**src/rtl/chan_avg_pkg.sv**
```systemverilog
package chan_avg_pkg;

    localparam int AVG_MODE_W = 2;
    localparam int AVG_CODE_W = 2;

    typedef enum logic [AVG_MODE_W-1:0] {
        AVG_PASS   = 2'd0,
        AVG_MEAN   = 2'd1,
        AVG_MEDIAN = 2'd2,
        AVG_RSVD   = 2'd3
    } avg_mode_e;

    typedef enum logic [1:0] {
        ST_IDLE,
        ST_COLLECT,
        ST_SORT,
        ST_PICK
    } avg_state_e;

endpackage

```
**src/rtl/chan_avg_cfg_sel.sv**
```systemverilog
module chan_avg_cfg_sel
    import chan_avg_pkg::*;
#(
    parameter int NUM_CH   = 8,
    parameter int MODE_LSB = 16,
    localparam int CH_W    = $clog2(NUM_CH),
    localparam int CTRL_W  = MODE_LSB + AVG_MODE_W * NUM_CH
) (
    input  logic [CTRL_W-1:0]     ctrl,
    input  logic [CH_W-1:0]       chan,
    output avg_mode_e             mode,
    output logic [AVG_CODE_W-1:0] log_size
);

    logic [AVG_MODE_W-1:0] mode_fld [NUM_CH];
    logic [AVG_CODE_W-1:0] code_fld [NUM_CH];

    // unpack the per-channel fields; the positions are fixed by the register layout
    for (genvar c = 0; c < NUM_CH; c++) begin : g_field
        assign mode_fld[c] = ctrl[MODE_LSB + AVG_MODE_W*c +: AVG_MODE_W];
        assign code_fld[c] = ctrl[AVG_CODE_W*c +: AVG_CODE_W];
    end

    assign mode     = avg_mode_e'(mode_fld[chan]);
    assign log_size = code_fld[chan];

endmodule

```
**src/rtl/chan_avg_sorter.sv**
```systemverilog
module chan_avg_sorter #(
    parameter int DATA_W = 12,
    parameter int DEPTH  = 8,
    localparam int IDX_W = $clog2(DEPTH)
) (
    input  logic              clk,
    input  logic              rst_n,
    input  logic              clear,
    input  logic              wr_en,
    input  logic [IDX_W-1:0]  wr_idx,
    input  logic [DATA_W-1:0] wr_data,
    input  logic              pass_en,
    input  logic              pass_odd,
    input  logic [IDX_W-1:0]  sel_idx,
    output logic [DATA_W-1:0] sel_data
);

    localparam logic [DATA_W-1:0] PAD = '1;

    logic [DATA_W-1:0] slot_q [DEPTH];
    logic [DATA_W-1:0] swept  [DEPTH];

    // odd-even transposition: pair (j, j+1) is active when j's parity equals pass_odd.
    // Unused slots hold the all-ones pad so they never move below real samples.
    for (genvar i = 0; i < DEPTH; i++) begin : g_cx
        localparam logic I_ODD = 1'(i % 2);
        if (i == 0) begin : g_first
            always_comb begin
                swept[i] = slot_q[i];
                if (pass_odd == I_ODD && slot_q[i] > slot_q[i+1])
                    swept[i] = slot_q[i+1];
            end
        end else if (i == DEPTH - 1) begin : g_last
            always_comb begin
                swept[i] = slot_q[i];
                if (pass_odd != I_ODD && slot_q[i-1] > slot_q[i])
                    swept[i] = slot_q[i-1];
            end
        end else begin : g_mid
            always_comb begin
                swept[i] = slot_q[i];
                if (pass_odd == I_ODD) begin
                    if (slot_q[i] > slot_q[i+1])
                        swept[i] = slot_q[i+1];
                end else begin
                    if (slot_q[i-1] > slot_q[i])
                        swept[i] = slot_q[i-1];
                end
            end
        end
    end

    always_ff @(posedge clk or negedge rst_n) begin
        if (!rst_n) begin
            for (int k = 0; k < DEPTH; k++)
                slot_q[k] <= PAD;
        end else if (clear) begin
            for (int k = 0; k < DEPTH; k++)
                slot_q[k] <= (wr_en && wr_idx == IDX_W'(k)) ? wr_data : PAD;
        end else if (wr_en) begin
            slot_q[wr_idx] <= wr_data;
        end else if (pass_en) begin
            for (int k = 0; k < DEPTH; k++)
                slot_q[k] <= swept[k];
        end
    end

    assign sel_data = slot_q[sel_idx];

endmodule

```
**src/rtl/chan_avg_unit.sv**
```systemverilog
module chan_avg_unit
    import chan_avg_pkg::*;
#(
    parameter int NUM_CH   = 8,
    parameter int DATA_W   = 12,
    parameter int MODE_LSB = 16,
    localparam int CH_W    = $clog2(NUM_CH),
    localparam int CTRL_W  = MODE_LSB + AVG_MODE_W * NUM_CH
) (
    input  logic              clk,
    input  logic              rst_n,
    input  logic [CTRL_W-1:0] avg_ctrl,
    input  logic              in_valid,
    input  logic [CH_W-1:0]   in_chan,
    input  logic [DATA_W-1:0] in_data,
    output logic              out_valid,
    output logic [CH_W-1:0]   out_chan,
    output logic [DATA_W-1:0] out_data,
    output logic              avg_busy
);

    localparam int MAX_LOG = (1 << AVG_CODE_W) - 1;
    localparam int DEPTH   = 1 << MAX_LOG;
    localparam int IDX_W   = MAX_LOG;
    localparam int SUM_W   = DATA_W + MAX_LOG;

    avg_state_e state_q, state_d;

    avg_mode_e             in_mode;
    logic [AVG_CODE_W-1:0] in_log;

    logic [CH_W-1:0]       cur_chan_q;
    avg_mode_e             cur_mode_q;
    logic [AVG_CODE_W-1:0] cur_log_q;
    logic [IDX_W-1:0]      cnt_q;
    logic [IDX_W-1:0]      pass_q;
    logic [SUM_W-1:0]      sum_q;

    logic [IDX_W:0]        grp_size;
    logic [IDX_W-1:0]      grp_last;
    logic [SUM_W-1:0]      sum_next;
    logic [DATA_W-1:0]     mean_val;
    logic [DATA_W-1:0]     med_val;

    logic in_multi, same_chan, take_new, take_add, take_last;

    chan_avg_cfg_sel #(
        .NUM_CH   (NUM_CH),
        .MODE_LSB (MODE_LSB)
    ) u_cfg (
        .ctrl     (avg_ctrl),
        .chan     (in_chan),
        .mode     (in_mode),
        .log_size (in_log)
    );

    always_comb begin
        grp_size  = (IDX_W+1)'(1) << cur_log_q;
        grp_last  = IDX_W'(grp_size - 1'b1);
        sum_next  = sum_q + SUM_W'(in_data);
        mean_val  = DATA_W'(sum_next >> cur_log_q);
        in_multi  = (in_mode == AVG_MEAN || in_mode == AVG_MEDIAN) && (in_log != '0);
        same_chan = (in_chan == cur_chan_q);
        take_new  = in_valid && ((state_q == ST_IDLE) ||
                                 (state_q == ST_COLLECT && !same_chan));
        take_add  = in_valid && (state_q == ST_COLLECT) && same_chan;
        take_last = take_add && (cnt_q == grp_last);
    end

    chan_avg_sorter #(
        .DATA_W (DATA_W),
        .DEPTH  (DEPTH)
    ) u_sort (
        .clk      (clk),
        .rst_n    (rst_n),
        .clear    (take_new),
        .wr_en    (take_new || take_add),
        .wr_idx   (take_new ? '0 : cnt_q),
        .wr_data  (in_data),
        .pass_en  (state_q == ST_SORT),
        .pass_odd (pass_q[0]),
        .sel_idx  (grp_last >> 1),
        .sel_data (med_val)
    );

    // next-state decision
    always_comb begin
        state_d = state_q;
        unique case (state_q)
            ST_IDLE: begin
                if (in_valid && in_multi)
                    state_d = ST_COLLECT;
            end
            ST_COLLECT: begin
                if (in_valid) begin
                    if (!same_chan)
                        state_d = in_multi ? ST_COLLECT : ST_IDLE;
                    else if (cnt_q == grp_last)
                        state_d = (cur_mode_q == AVG_MEDIAN) ? ST_SORT : ST_IDLE;
                end
            end
            ST_SORT: begin
                if (pass_q == grp_last)
                    state_d = ST_PICK;
            end
            ST_PICK: begin
                state_d = ST_IDLE;
            end
        endcase
    end

    // state register
    always_ff @(posedge clk or negedge rst_n) begin
        if (!rst_n)
            state_q <= ST_IDLE;
        else
            state_q <= state_d;
    end

    // datapath and result register
    always_ff @(posedge clk or negedge rst_n) begin
        if (!rst_n) begin
            cur_chan_q <= '0;
            cur_mode_q <= AVG_PASS;
            cur_log_q  <= '0;
            cnt_q      <= '0;
            pass_q     <= '0;
            sum_q      <= '0;
            out_valid  <= 1'b0;
            out_chan   <= '0;
            out_data   <= '0;
        end else begin
            out_valid <= 1'b0;
            if (take_new) begin
                cur_chan_q <= in_chan;
                cur_mode_q <= in_mode;
                cur_log_q  <= in_log;
                cnt_q      <= IDX_W'(1);
                pass_q     <= '0;
                sum_q      <= SUM_W'(in_data);
                if (!in_multi) begin
                    out_valid <= 1'b1;
                    out_chan  <= in_chan;
                    out_data  <= in_data;
                end
            end else if (take_add) begin
                cnt_q <= cnt_q + 1'b1;
                sum_q <= sum_next;
                if (take_last && cur_mode_q == AVG_MEAN) begin
                    out_valid <= 1'b1;
                    out_chan  <= cur_chan_q;
                    out_data  <= mean_val;
                end
            end
            if (state_q == ST_SORT)
                pass_q <= pass_q + 1'b1;
            if (state_q == ST_PICK) begin
                out_valid <= 1'b1;
                out_chan  <= cur_chan_q;
                out_data  <= med_val;
            end
        end
    end

    assign avg_busy = (state_q != ST_IDLE);

endmodule

```
**config.mk**
```make
export PLATFORM = sky130hd
export DESIGN_NAME = chan_avg_unit
export DESIGN_NICKNAME = d
export VERILOG_FILES = /design/src/rtl/chan_avg_pkg.sv /design/src/rtl/chan_avg_cfg_sel.sv /design/src/rtl/chan_avg_sorter.sv /design/src/rtl/chan_avg_unit.sv
export SDC_FILE = /design/constraint.sdc
export NUM_CORES = 1
export LEC_CHECK = 0
export BUFFER_PORTS_ARGS = -buffer_cell sky130_fd_sc_hd__buf_2
export CAP_MARGIN = 5
export CORE_ASPECT_RATIO = 1.25
export CORE_MARGIN = 3
export CORE_UTILIZATION = 50
export CTS_CLUSTER_DIAMETER = 50
export DETAILED_ROUTE_END_ITERATION = 8
export GPL_TIMING_DRIVEN = 0
export PLACE_DENSITY_LB_ADDON = 0.08
export SLEW_MARGIN = 20
export SYNTH_ARGS = -nofsm -noshare
export SYNTH_HDL_FRONTEND = slang
export SYNTH_SLANG_ARGS = --single-unit
```
**constraint.sdc**
```tcl
create_clock -name clk -period 4.05 [get_ports clk]
set_input_delay 0.81 -clock clk [delete_from_list [all_inputs] [get_ports clk]]
set_output_delay 0.81 -clock clk [all_outputs]
set_load 0.05 [all_outputs]
```
# ---- After elaboration in Yosys (flattened, before gate mapping)
# Index checks and enable logic that the tools add are counted.
dict set report classes {
  addsub 4
  order_cmp 11
  eq_ne 25
  n_shift 2
  n_mux 73
  bitwise 4
  n_reduce_logical 48
}
# operator count
set ops {}
lappend ops {{12-bit two-way mux} 36}
lappend ops {{96-bit two-way mux} 3}
lappend ops {{96-bit bitwise mux} 1}
lappend ops {{12-bit > comparator} 7}
lappend ops {{12-bit binary-select mux with 3-bit select} 1}
lappend ops {{12-bit demux with 3-bit select} 1}
lappend ops {{15-bit two-way mux} 2}
lappend ops {{3-bit two-way mux} 10}
lappend ops {{3-bit AND reduction} 7}
lappend ops {{2-bit two-way mux} 10}
lappend ops {{1-bit logical AND} 19}
lappend ops {{4-bit nonzero test} 4}
lappend ops {{15-bit by 12-bit adder with 15-bit output} 1}
lappend ops {{3-bit nonzero test} 5}
lappend ops {{15-bit by 2-bit >> shifter with 12-bit output} 1}
lappend ops {{2-bit binary-select mux with 3-bit select} 2}
lappend ops {{3-bit == test, second input constant} 4}
lappend ops {{4-bit >= comparator, second input constant} 3}
lappend ops {{4-bit by 1-bit inequality test with 1-bit output, second input constant} 3}
lappend ops {{3-bit == test} 3}
lappend ops {{2-bit == test, second input constant} 4}
lappend ops {{3-bit NOT with 4-bit output} 2}
lappend ops {{2-bit case mux with 4 select lines} 1}
lappend ops {{2-bit nonzero test} 4}
lappend ops {{19 further kinds} 33}
dict set report word_totals {
  regBits 142
  inputBits 50
  output_inout_bits 17
  wordCells 185
}

# ---- Depth between registers and ports, before layout
# Gate-level depths: netlist (run 1).
dict set report logic_depth {
  depth_word 14
  depth_mapped 12
  depth_no_buf 11
}

# ---- Modules after synthesis
# A second synthesis (run 1) with hierarchy kept.
dict set report unflattened {
  hier_cells 1323
  area_unflattened_um2 12216.7
}
# mod instances cells_per_inst area_each_um2 seq_area_each_um2
set by_module_without_submodules {}
lappend by_module_without_submodules {chan_avg_sorter 1 911 8673.3 2522.4}
lappend by_module_without_submodules {chan_avg_unit 1 398 3273.1 1151.1}
lappend by_module_without_submodules {chan_avg_cfg_sel 1 14 270.3 0.0}

# ---- Least setup slack after synthesis (run 1)
# No wires, ideal clock.
dict set report synth_path {
  path_kind {in2reg}
  from {input port in_data[1]}
  to {register out_data[6]}
  setup_ns 0.126
  arrival_ns 3.083
  t_required_ns 3.924
  setup_slack_ns 0.841
  cell_stages 11
  path_buffers 1
  path_cell_list {clkbuf_1 > inv_1 > fa_1 > nand2b_1 > a211oi_1 > nor2_1 > xnor2_1 > and2_1 > a211oi_1 > o21ai_0 > a221o_1}
}
dict set report synth_between {
  elab_chain_cells 6
}
# element line
set synth_rtl {}
lappend synth_rtl {{start, declared} chan_avg_unit.sv:15} ;# input logic [DATA_W-1:0] in_data,
lappend synth_rtl {{15-bit by 12-bit adder with 15-bit output} chan_avg_unit.sv:60} ;# sum_next = sum_q + SUM_W'(in_data);
lappend synth_rtl {{15-bit by 2-bit >> shifter with 12-bit output} chan_avg_unit.sv:61} ;# mean_val = DATA_W'(sum_next >> cur_log_q);
lappend synth_rtl {{12-bit two-way mux} chan_avg_unit.sv:149} ;# if (take_last && cur_mode_q == AVG_MEAN) begin
lappend synth_rtl {{12-bit two-way mux} chan_avg_unit.sv:146} ;# end else if (take_add) begin
lappend synth_rtl {{12-bit two-way mux} chan_avg_unit.sv:134} ;# if (take_new) begin
lappend synth_rtl {{12-bit two-way mux} chan_avg_unit.sv:157} ;# if (state_q == ST_PICK) begin
lappend synth_rtl {{end signal, assigned} chan_avg_unit.sv:144} ;# out_data <= in_data;
lappend synth_rtl {{end signal, assigned} chan_avg_unit.sv:152} ;# out_data <= mean_val;
lappend synth_rtl {{end signal, assigned} chan_avg_unit.sv:160} ;# out_data <= med_val;
lappend synth_rtl {{end, declared} chan_avg_unit.sv:18} ;# output logic [DATA_W-1:0] out_data,
# Every way passes these cells. The select of a mux whose other input is x is not followed.
# A chain may end at the register's enable or synchronous reset.

# ---- Final worst setup path (run 1)
dict set report layout_path {
  from {input port in_data[1]}
  to {register out_data[9]}
}
# Same word-level chain as after synthesis.

==> results of run 1 <==
flip-flops by register name, indices dropped and copies added (netlist names), named ones only:
name,cells
cur_mode_q,2
cur_chan_q,3
cnt_q,3
out_valid,1
out_data,12
sum_q,15
cur_log_q,2
pass_q,3
state_q,1
out_chan,3
u_sort.slot_q,96
worst min-delay path, delay by kind of cell (launching register included):
kind             cells  cell delay (ps)
AO/OA/AOI/OAI        1               60
flip-flops           1              350
AND/OR/NAND/NOR      1               50
through the flow:
step | cell area, um^2 | cells | TNS [ps] | util [%] | hold slack [ps]
after floorplan | 11650 | 1326 | 0 | - | 452.6
after global placement | 12320 | 1672 | -1852 | 54.55 | 471.0
after detailed placement | 12360 | 1673 | -90.25 | 54.71 | 477.5
after CTS | 12950 | 1705 | 0 | 57.32 | 494.0
after global routing | 12950 | 1705 | 0 | 57.32 | 533.2
final | 12950 | 1705 | 0 | 57.32 | 491.0
cell usage after synthesis, types with 10 or more instances:
master                     number  share of area, %
sky130_fd_sc_hd__o21ai_0      136               5.8
sky130_fd_sc_hd__nand2_1      103               3.3
sky130_fd_sc_hd__a221oi_1      41               3.1
sky130_fd_sc_hd__o22a_1        11              0.83
sky130_fd_sc_hd__a211o_1       14               1.1
sky130_fd_sc_hd__clkbuf_1      67               2.2
sky130_fd_sc_hd__a21o_1        26               1.7
sky130_fd_sc_hd__buf_1         13              0.42
sky130_fd_sc_hd__inv_1         97               3.1
sky130_fd_sc_hd__buf_2         20              0.86
sky130_fd_sc_hd__a211oi_1      14              0.90
sky130_fd_sc_hd__o211ai_1      10              0.64
sky130_fd_sc_hd__nand3_1       11              0.47
sky130_fd_sc_hd__a221o_1       12               1.0
sky130_fd_sc_hd__nor2_1        69               2.2
sky130_fd_sc_hd__ha_1          98                11
sky130_fd_sc_hd__nor3_1        30               1.3
sky130_fd_sc_hd__mux2i_1      133                11
sky130_fd_sc_hd__a31oi_1       11              0.59
sky130_fd_sc_hd__nand4_1       23               1.2
sky130_fd_sc_hd__nor2b_1       13              0.70
sky130_fd_sc_hd__o21a_1        15              0.97
sky130_fd_sc_hd__dfrtp_1       46               9.9
sky130_fd_sc_hd__nand2b_1      13              0.70
sky130_fd_sc_hd__dfstp_2       96                22
sky130_fd_sc_hd__a21oi_1       98               4.2
cell families (layout without fill, tap and decap cells):
logic type,count (synthesis),in the layout,share of synthesized area (%)
simple gates,285,285,11.35
mux,142,142,13.16
buf+inv,204,300,7.011
compound gates,436,436,24.84
fa+ha+maj,99,99,10.69
xor+xnor,18,18,1.417
flops,142,142,31.52
layer usage:
metal	up-vias	track usage, %	wire (um)
li1	5050	-	-
met4	0	16.24	2163
met1	5335	42.46	16910
met2	518	53.64	19000
met5	-	0	0
met3	117	6.189	3057
path summary, 6_finish.rpt:
check                                       start                 to  slack, ps  depth (start not counted)
worst max-delay path                   in_data[1]        out_data[9]        270                         12
worst min-delay path                     sum_q[3]           sum_q[3]        490                          2
worst max register to register  u_sort.slot_q[53]  u_sort.slot_q[56]        840                         11
worst min register to register           sum_q[3]           sum_q[3]        490                          2
max in group asynchronous                   rst_n  u_sort.slot_q[62]       2940                          2
min in group asynchronous                   rst_n   u_sort.slot_q[7]        560                          1
area by class of cell:
cell class	count	share of cell area (%)
Multi-Input combinational cell	980	55.31
Sequential cell	142	28.37
Buffer	106	3.469
Clock buffer	17	3.285
Inverter	98	2.841
Tap cell	283	2.734
Timing Repair Buffer	64	2.725
Clock inverter	15	1.266
power by group through the flow:
stage | registers [mW] | clock network [mW] | logic (mW)
after global placement | 2.77 | 0 | 4.93
after CTS | 2.75 | 1.62 | 5.04
after floorplan | 2.74 | 0 | 3.60
after global routing | 2.82 | 1.69 | 5.62
after detailed placement | 2.77 | 0 | 5.01
final | 2.78 | 1.62 | 5.07
==> metrics.sh, run 1 <==
CP-START-KIND='primary input'
CRITICAL_PATH.CELL_CHAIN='buf_2 -> clkbuf_1 -> inv_1 -> fa_1 -> nand2b_1 -> a211oi_1 -> o21a_1 -> nor4_1 -> nor3_1 -> xor2_1 -> a32oi_1 -> a31oi_1'
SLEW_VIOLATIONS=0
CTS_BUFFER_DEPTH=2
DR_TOTAL_VIAS=11020
FINALHOLDVIOLATIONS=0
CRITICAL_PATH.ENDPOINT_TYPE='flip-flop'
DIE_H_UM=176.7
IO_PINS=67
MULTIINPUTGATEAREA_UM2=7163
FIRST_ITER_VIOLATIONS=883
SYNTH_WARNINGS=0
PERIOD_NEEDED_PS=3782
DRCVIOLATIONCOUNT=0
SYN-INSTANCE-COUNT=1326
SYN-NUM-NETS=1475
CTS.REPAIR_TIMING.SETUP_BUFFER_COUNT=0
CTS_RESIZED=0
CRIT_ARRIVAL_PS=4140
SETUP.WORST_PATH.CLASS='primary input to flip-flop'
LAYOUT.CELLS.MOST_COMMON='sky130_fd_sc_hd__o21ai_0'
CELL_INTERNAL_PWR_mW=5.059
TIMING.FINAL.WS_SETUP_PS=268.2
FINALNETCOUNT=1558
VIAS_PER_CELL=6.463
AREA_GROWTH_SYN_TO_LAYOUT_PCT=11.12
CPPEAKSTAGEDELAY_PS=510
FINAL_LAYOUT_SIZE_SUFFIX_GT1_SHARE_PCT=17.44
CLOCKROOTBUFFER='sky130_fd_sc_hd__clkbuf_16'
GLOBALPLACE.CONGESTION=0.9256
WIRE_LENGTH_OF_THE_FIRST_GLOBAL_ROUTING_PASS_UM=64070
CPMAXSTAGEDELAYCELL='sky130_fd_sc_hd__clkbuf_1'
ANTENNADIODECOUNT=0
CRITICAL_PATH_BUF_INV_COUNT=3
FINAL-SEQ-AREA_UM2=3674
POWER.DENSITY_nW_PER_UM2=731.4
FINALWIRELENGTH_UM=41140
PRE_CTS_SLACK_PS=-47.43
NETLIST-CELL-TYPE-COUNT=69
NET_SWITCHING_POWER_mW=4.412
IRDROPWORSTVDD_mV=0.4420
DRV.MAX_CAP_VIOLATION_COUNT=0
PLACE.PORT_BUFFERS=63
LAYOUT.CELLS.MOST_COMMON_LIST='136 x sky130_fd_sc_hd__o21ai_0, 133 x sky130_fd_sc_hd__mux2i_1, 103 x sky130_fd_sc_hd__nand2_1'
CRIT_PATH_REQUIRED_TIME_PS=4410
DESIGN.DIE.AREA_UM2=25190
INSERTION_DELAY_OF_THE_LATER_CLOCKED_PIN_IN_THE_WORST_SKEW_PAIR_PS=450
SYNTH_ASYNC_RESET_RATIO_PCT=100.0
POSTROUTEANTENNANETS=0
POST_SYNTHESIS_MEAN_INSTANCE_AREA_UM2=8.789
YS_SEQ_AREA_SHARE_PCT=31.52
SYNTH_ENABLE_FLOP_CELLS=0
DP_HPWL_UM=30790
SYNTHFLOPTYPE='sky130_fd_sc_hd__dfstp_2'
SEQ_POWER_SHARE_PCT=29.3
CLK_TRANSITION_REPORTED_PATHS_PS=70
SETUP_VIOLATIONS=0
SYNTHESIS.AREA_UM2=11650
GRTUSAGETOTAL_PCT=33.14
CTS.HOLD.BUFFERS_ADDED=0
FRACTION_OF_POWER_SPENT_SWITCHING_NETS_PCT=46.58
VIA_COUNT_OF_THE_FIRST_GLOBAL_ROUTING_PASS=11120
MIN-DELAY-PATH-CLASS='flip-flop to flip-flop'
FINALPOWER_mW=9.471
OUTCOME='complete, no violations'
DIE_WIDTH_UM=142.6
TIMING.CRITICAL_PATH.FANOUT_MAX=10
TRITONCTS='built'
AVGROUTEDWIREPERCELL_UM=24.13
POWER_FRAC_COMB_PCT=53.5
TRITONCTS_NUM_SINKS=142
CP_TOP_DELAY_FAMILY='compound AO/OA/AOI/OAI gates'
SLEW-LIMIT-HEADROOM_PCT=22.02
NUMBER_OF_BUFFERS_ADDED_BY_THE_CLOCK_TREE_SYNTHESIS_STEP=17
OVERFLOW=0
CORE_AREA_UM2=22590
P_LEAK_nW=6.068
FINAL.PERIOD_UTILIZATION_PCT=93.38
TIMING_WORST_SLEW_PIN_VALUE_PS=1170
ANTENNA_FOUND_INITIAL=0
POWER.CLOCK.FRACTION_PCT=17.1
H_TREE_DEPTH=4
TIMING.CLOCK.SKEW_PS=13.13
CLOCK.FMAX_GHz=0.2644
GRT_START_MAX_NET_PINS=94
DETAIL_ROUTE.FIRST_PASS.ITERATIONS=8
RSZ0062_AT_GRT='no'
SYNTH_SEQ_CELLS=142
LAYOUT.FILLER_CELLS=2093
ROWS=61
STARTING_DENSITY_OF_THE_CORE_PCT=51.58
Note: power is estimated with default switching activity, not from simulation.
==> run 2, diff against run 1 <==
--- a/config.mk
+++ b/config.mk
@@ -13,7 +13,7 @@
 export CTS_CLUSTER_DIAMETER = 50
 export DETAILED_ROUTE_END_ITERATION = 8
 export GPL_TIMING_DRIVEN = 0
-export PLACE_DENSITY_LB_ADDON = 0.08
+export PLACE_DENSITY_LB_ADDON = 0.12
 export SLEW_MARGIN = 20
 export SYNTH_ARGS = -nofsm -noshare
 export SYNTH_HDL_FRONTEND = slang
==> metrics.sh, run 2 (synthesized netlist as in run 1, its figures left out) <==
CTS.REPAIR_TIMING.SETUP_BUFFER_COUNT=0
CP-START-KIND='primary input'
MIN-DELAY-PATH-CLASS='flip-flop to flip-flop'
FINAL_LAYOUT_SIZE_SUFFIX_GT1_SHARE_PCT=17.44
DRV.MAX_CAP_VIOLATION_COUNT=0
CRIT_ARRIVAL_PS=4170
ANTENNA_FOUND_INITIAL=0
FINALPOWER_mW=9.452
CELL_INTERNAL_PWR_mW=5.060
FIRST_ITER_VIOLATIONS=897
GRT_START_MAX_NET_PINS=95
ROWS=61
POSTROUTEANTENNANETS=0
POWER.CLOCK.FRACTION_PCT=17.0
H_TREE_DEPTH=4
FINALHOLDVIOLATIONS=0
CPPEAKSTAGEDELAY_PS=500
IO_PINS=67
VIAS_PER_CELL=6.500
CORE_AREA_UM2=22590
CRITICAL_PATH.CELL_CHAIN='buf_2 -> clkbuf_1 -> inv_1 -> fa_1 -> nand2b_1 -> a211oi_1 -> nor2_1 -> a21oi_1 -> xor2_1 -> mux2i_1 -> a211oi_1 -> o21a_1'
MIN_TO='sum_q[4]'
SETUP_VIOLATIONS=0
TRITONCTS_NUM_SINKS=142
WORST_R2R_ENDPOINT='u_sort.slot_q[53]'
TRITONCTS='built'
SETUP.WORST_PATH.CLASS='primary input to flip-flop'
RSZ0062_AT_GRT='no'
LAYOUT.CELLS.MOST_COMMON_LIST='136 x sky130_fd_sc_hd__o21ai_0, 133 x sky130_fd_sc_hd__mux2i_1, 103 x sky130_fd_sc_hd__nand2_1'
DIE_H_UM=176.7
NUMBER_OF_BUFFERS_ADDED_BY_THE_CLOCK_TREE_SYNTHESIS_STEP=17
FINALWIRELENGTH_UM=40890
CTS_BUFFER_DEPTH=2
CRITICAL_PATH.ENDPOINT_TYPE='flip-flop'
ANTENNADIODECOUNT=0
WORST_REG_TO_REG_SETUP_SLACK_PS=820
LAYOUT.CELLS.MOST_COMMON='sky130_fd_sc_hd__o21ai_0'
P_LEAK_nW=6.066
SLEW-LIMIT-HEADROOM_PCT=23.85
SLEW_VIOLATIONS=0
REGMOSTFLOPS='u_sort.slot_q'
LARGEST_REGISTERS='u_sort.slot_q: 96 flops, sum_q: 15 flops, out_data: 12 flops'
FRACTION_OF_POWER_SPENT_SWITCHING_NETS_PCT=46.46
HOLDPATHSTAGES=2
NET_SWITCHING_POWER_mW=4.392
TIMING.CRITICAL_PATH.FANOUT_MAX=10
SEQ_POWER_SHARE_PCT=29.4
CTS.HOLD.BUFFERS_ADDED=0
POWER.DENSITY_nW_PER_UM2=729.8
DR_TOTAL_VIAS=11080
GLOBALPLACE.CONGESTION=0.9639
TIMING.CLOCK.SKEW_PS=17.20
CTS_RESIZED=0
CLOCK.FMAX_GHz=0.2638
FINAL.PERIOD_UTILIZATION_PCT=93.61
DESIGN.DIE.AREA_UM2=25190
CRITICAL_PATH.MOST_COMMON_CELL='sky130_fd_sc_hd__a211oi_1'
WIRE_LENGTH_OF_THE_FIRST_GLOBAL_ROUTING_PASS_UM=64580
INSERTION_DELAY_OF_THE_LATER_CLOCKED_PIN_IN_THE_WORST_SKEW_PAIR_PS=440
FIN_HOLD_WS_PS=492.4
CRIT_PATH_REQUIRED_TIME_PS=4430
FINALNETCOUNT=1558
VIA_COUNT_OF_THE_FIRST_GLOBAL_ROUTING_PASS=11000
CLK_TRANSITION_REPORTED_PATHS_PS=70
OVERFLOW=0
PLACE.PORT_BUFFERS=63
WORSTHOLDSTART='sum_q[4]'
DP_HPWL_UM=30560
GRTUSAGETOTAL_PCT=33.16
OUTCOME='complete, no violations'
DETAIL_ROUTE.FIRST_PASS.ITERATIONS=5
IRDROPWORSTVDD_mV=0.4498
STARTING_DENSITY_OF_THE_CORE_PCT=51.58
LARGEST_REGISTER_FFS=96
AVGROUTEDWIREPERCELL_UM=23.98
CPMAXSTAGEDELAYCELL='sky130_fd_sc_hd__clkbuf_1'
PERIOD_NEEDED_PS=3791
STARTPOINT_OF_THE_WORST_REGISTER_TO_REGISTER_PATH='u_sort.slot_q[53]'
R2R_CELLS=11
DRCVIOLATIONCOUNT=0
POWER_FRAC_COMB_PCT=53.6
AREA_GROWTH_SYN_TO_LAYOUT_PCT=11.13
DIE_WIDTH_UM=142.6
TIMING_WORST_SLEW_PIN_VALUE_PS=1142
CLOCKROOTBUFFER='sky130_fd_sc_hd__clkbuf_16'
## run 2: changes by cell type in the layout (fill, tap and decap cells not counted)
cell,previous run,this run
sky130_fd_sc_hd__clkinv_4,1,0
sky130_fd_sc_hd__clkinvlp_4,0,1
sky130_fd_sc_hd__inv_6,5,4
sky130_fd_sc_hd__inv_8,5,6
## run 2: critical path, delay by kind of cell
family,cells,cell delay [ps]
buffers and inverters,3,750
AOI/OAI and AO/OA,4,1220
and+or+nand+nor,2,340
xor gates and xnor gates,1,420
adders and majority gates,1,480
muxes,1,140
## run 2: final cells by class
type | instances | area [um^2]
Inverter | 98 | 367.9
Tap cell | 283 | 354.1
Timing Repair Buffer | 64 | 352.8
Clock inverter | 15 | 165.2
Buffer | 106 | 449.2
Clock buffer | 17 | 425.4
Sequential cell | 142 | 3674
Multi-Input combinational cell | 980 | 7163
Fill cell | 2091 | 9641
## run 2: metrics by stage
stage	setup WS (ps)	cells	cell area, um^2	util (%)	TNS, ps
6_report	258.7	1705	12950	57.33	0
3_5_place_dp	-67.11	1673	12360	54.71	-263.9
4_1_cts	363.3	1705	12950	57.33	0
5_1_grt	48.23	1705	12950	57.33	0
3_3_place_gp	-71.89	1672	12320	54.55	-196.8
2_1_floorplan	840.7	1326	11650	-	0
## run 2: per-layer routing
metal / GRT usage [%] / part of all wire (%)
met1: 43.83 / 41
met2: 53.29 / 47
met3: 4.784 / 7.1
met4: 15.97 / 5.0
met5: 0 / 0
## run 2: how the worst max path moves through the flow
stage | from | end | depth (start not counted) | slack (ps)
finish | in_data[1] | out_data[8] | 12 | 260
global route | in_data[1] | out_data[10] | 12 | 50
CTS | in_data[1] | out_data[8] | 12 | 360
detailed placement | in_data[1] | out_data[9] | 12 | -70
global placement | in_data[1] | out_data[8] | 12 | -70
floorplan | in_data[1] | out_data[6] | 11 | 840
## run 2: power by group through the flow
stage / clock network [mW] / logic, mW / registers [mW]
after global routing: 1.68 / 5.60 / 2.82
after floorplan: 0 / 3.60 / 2.74
after global placement: 0 / 4.90 / 2.75
final: 1.61 / 5.06 / 2.78
after CTS: 1.62 / 5.03 / 2.74
after detailed placement: 0 / 5.00 / 2.76
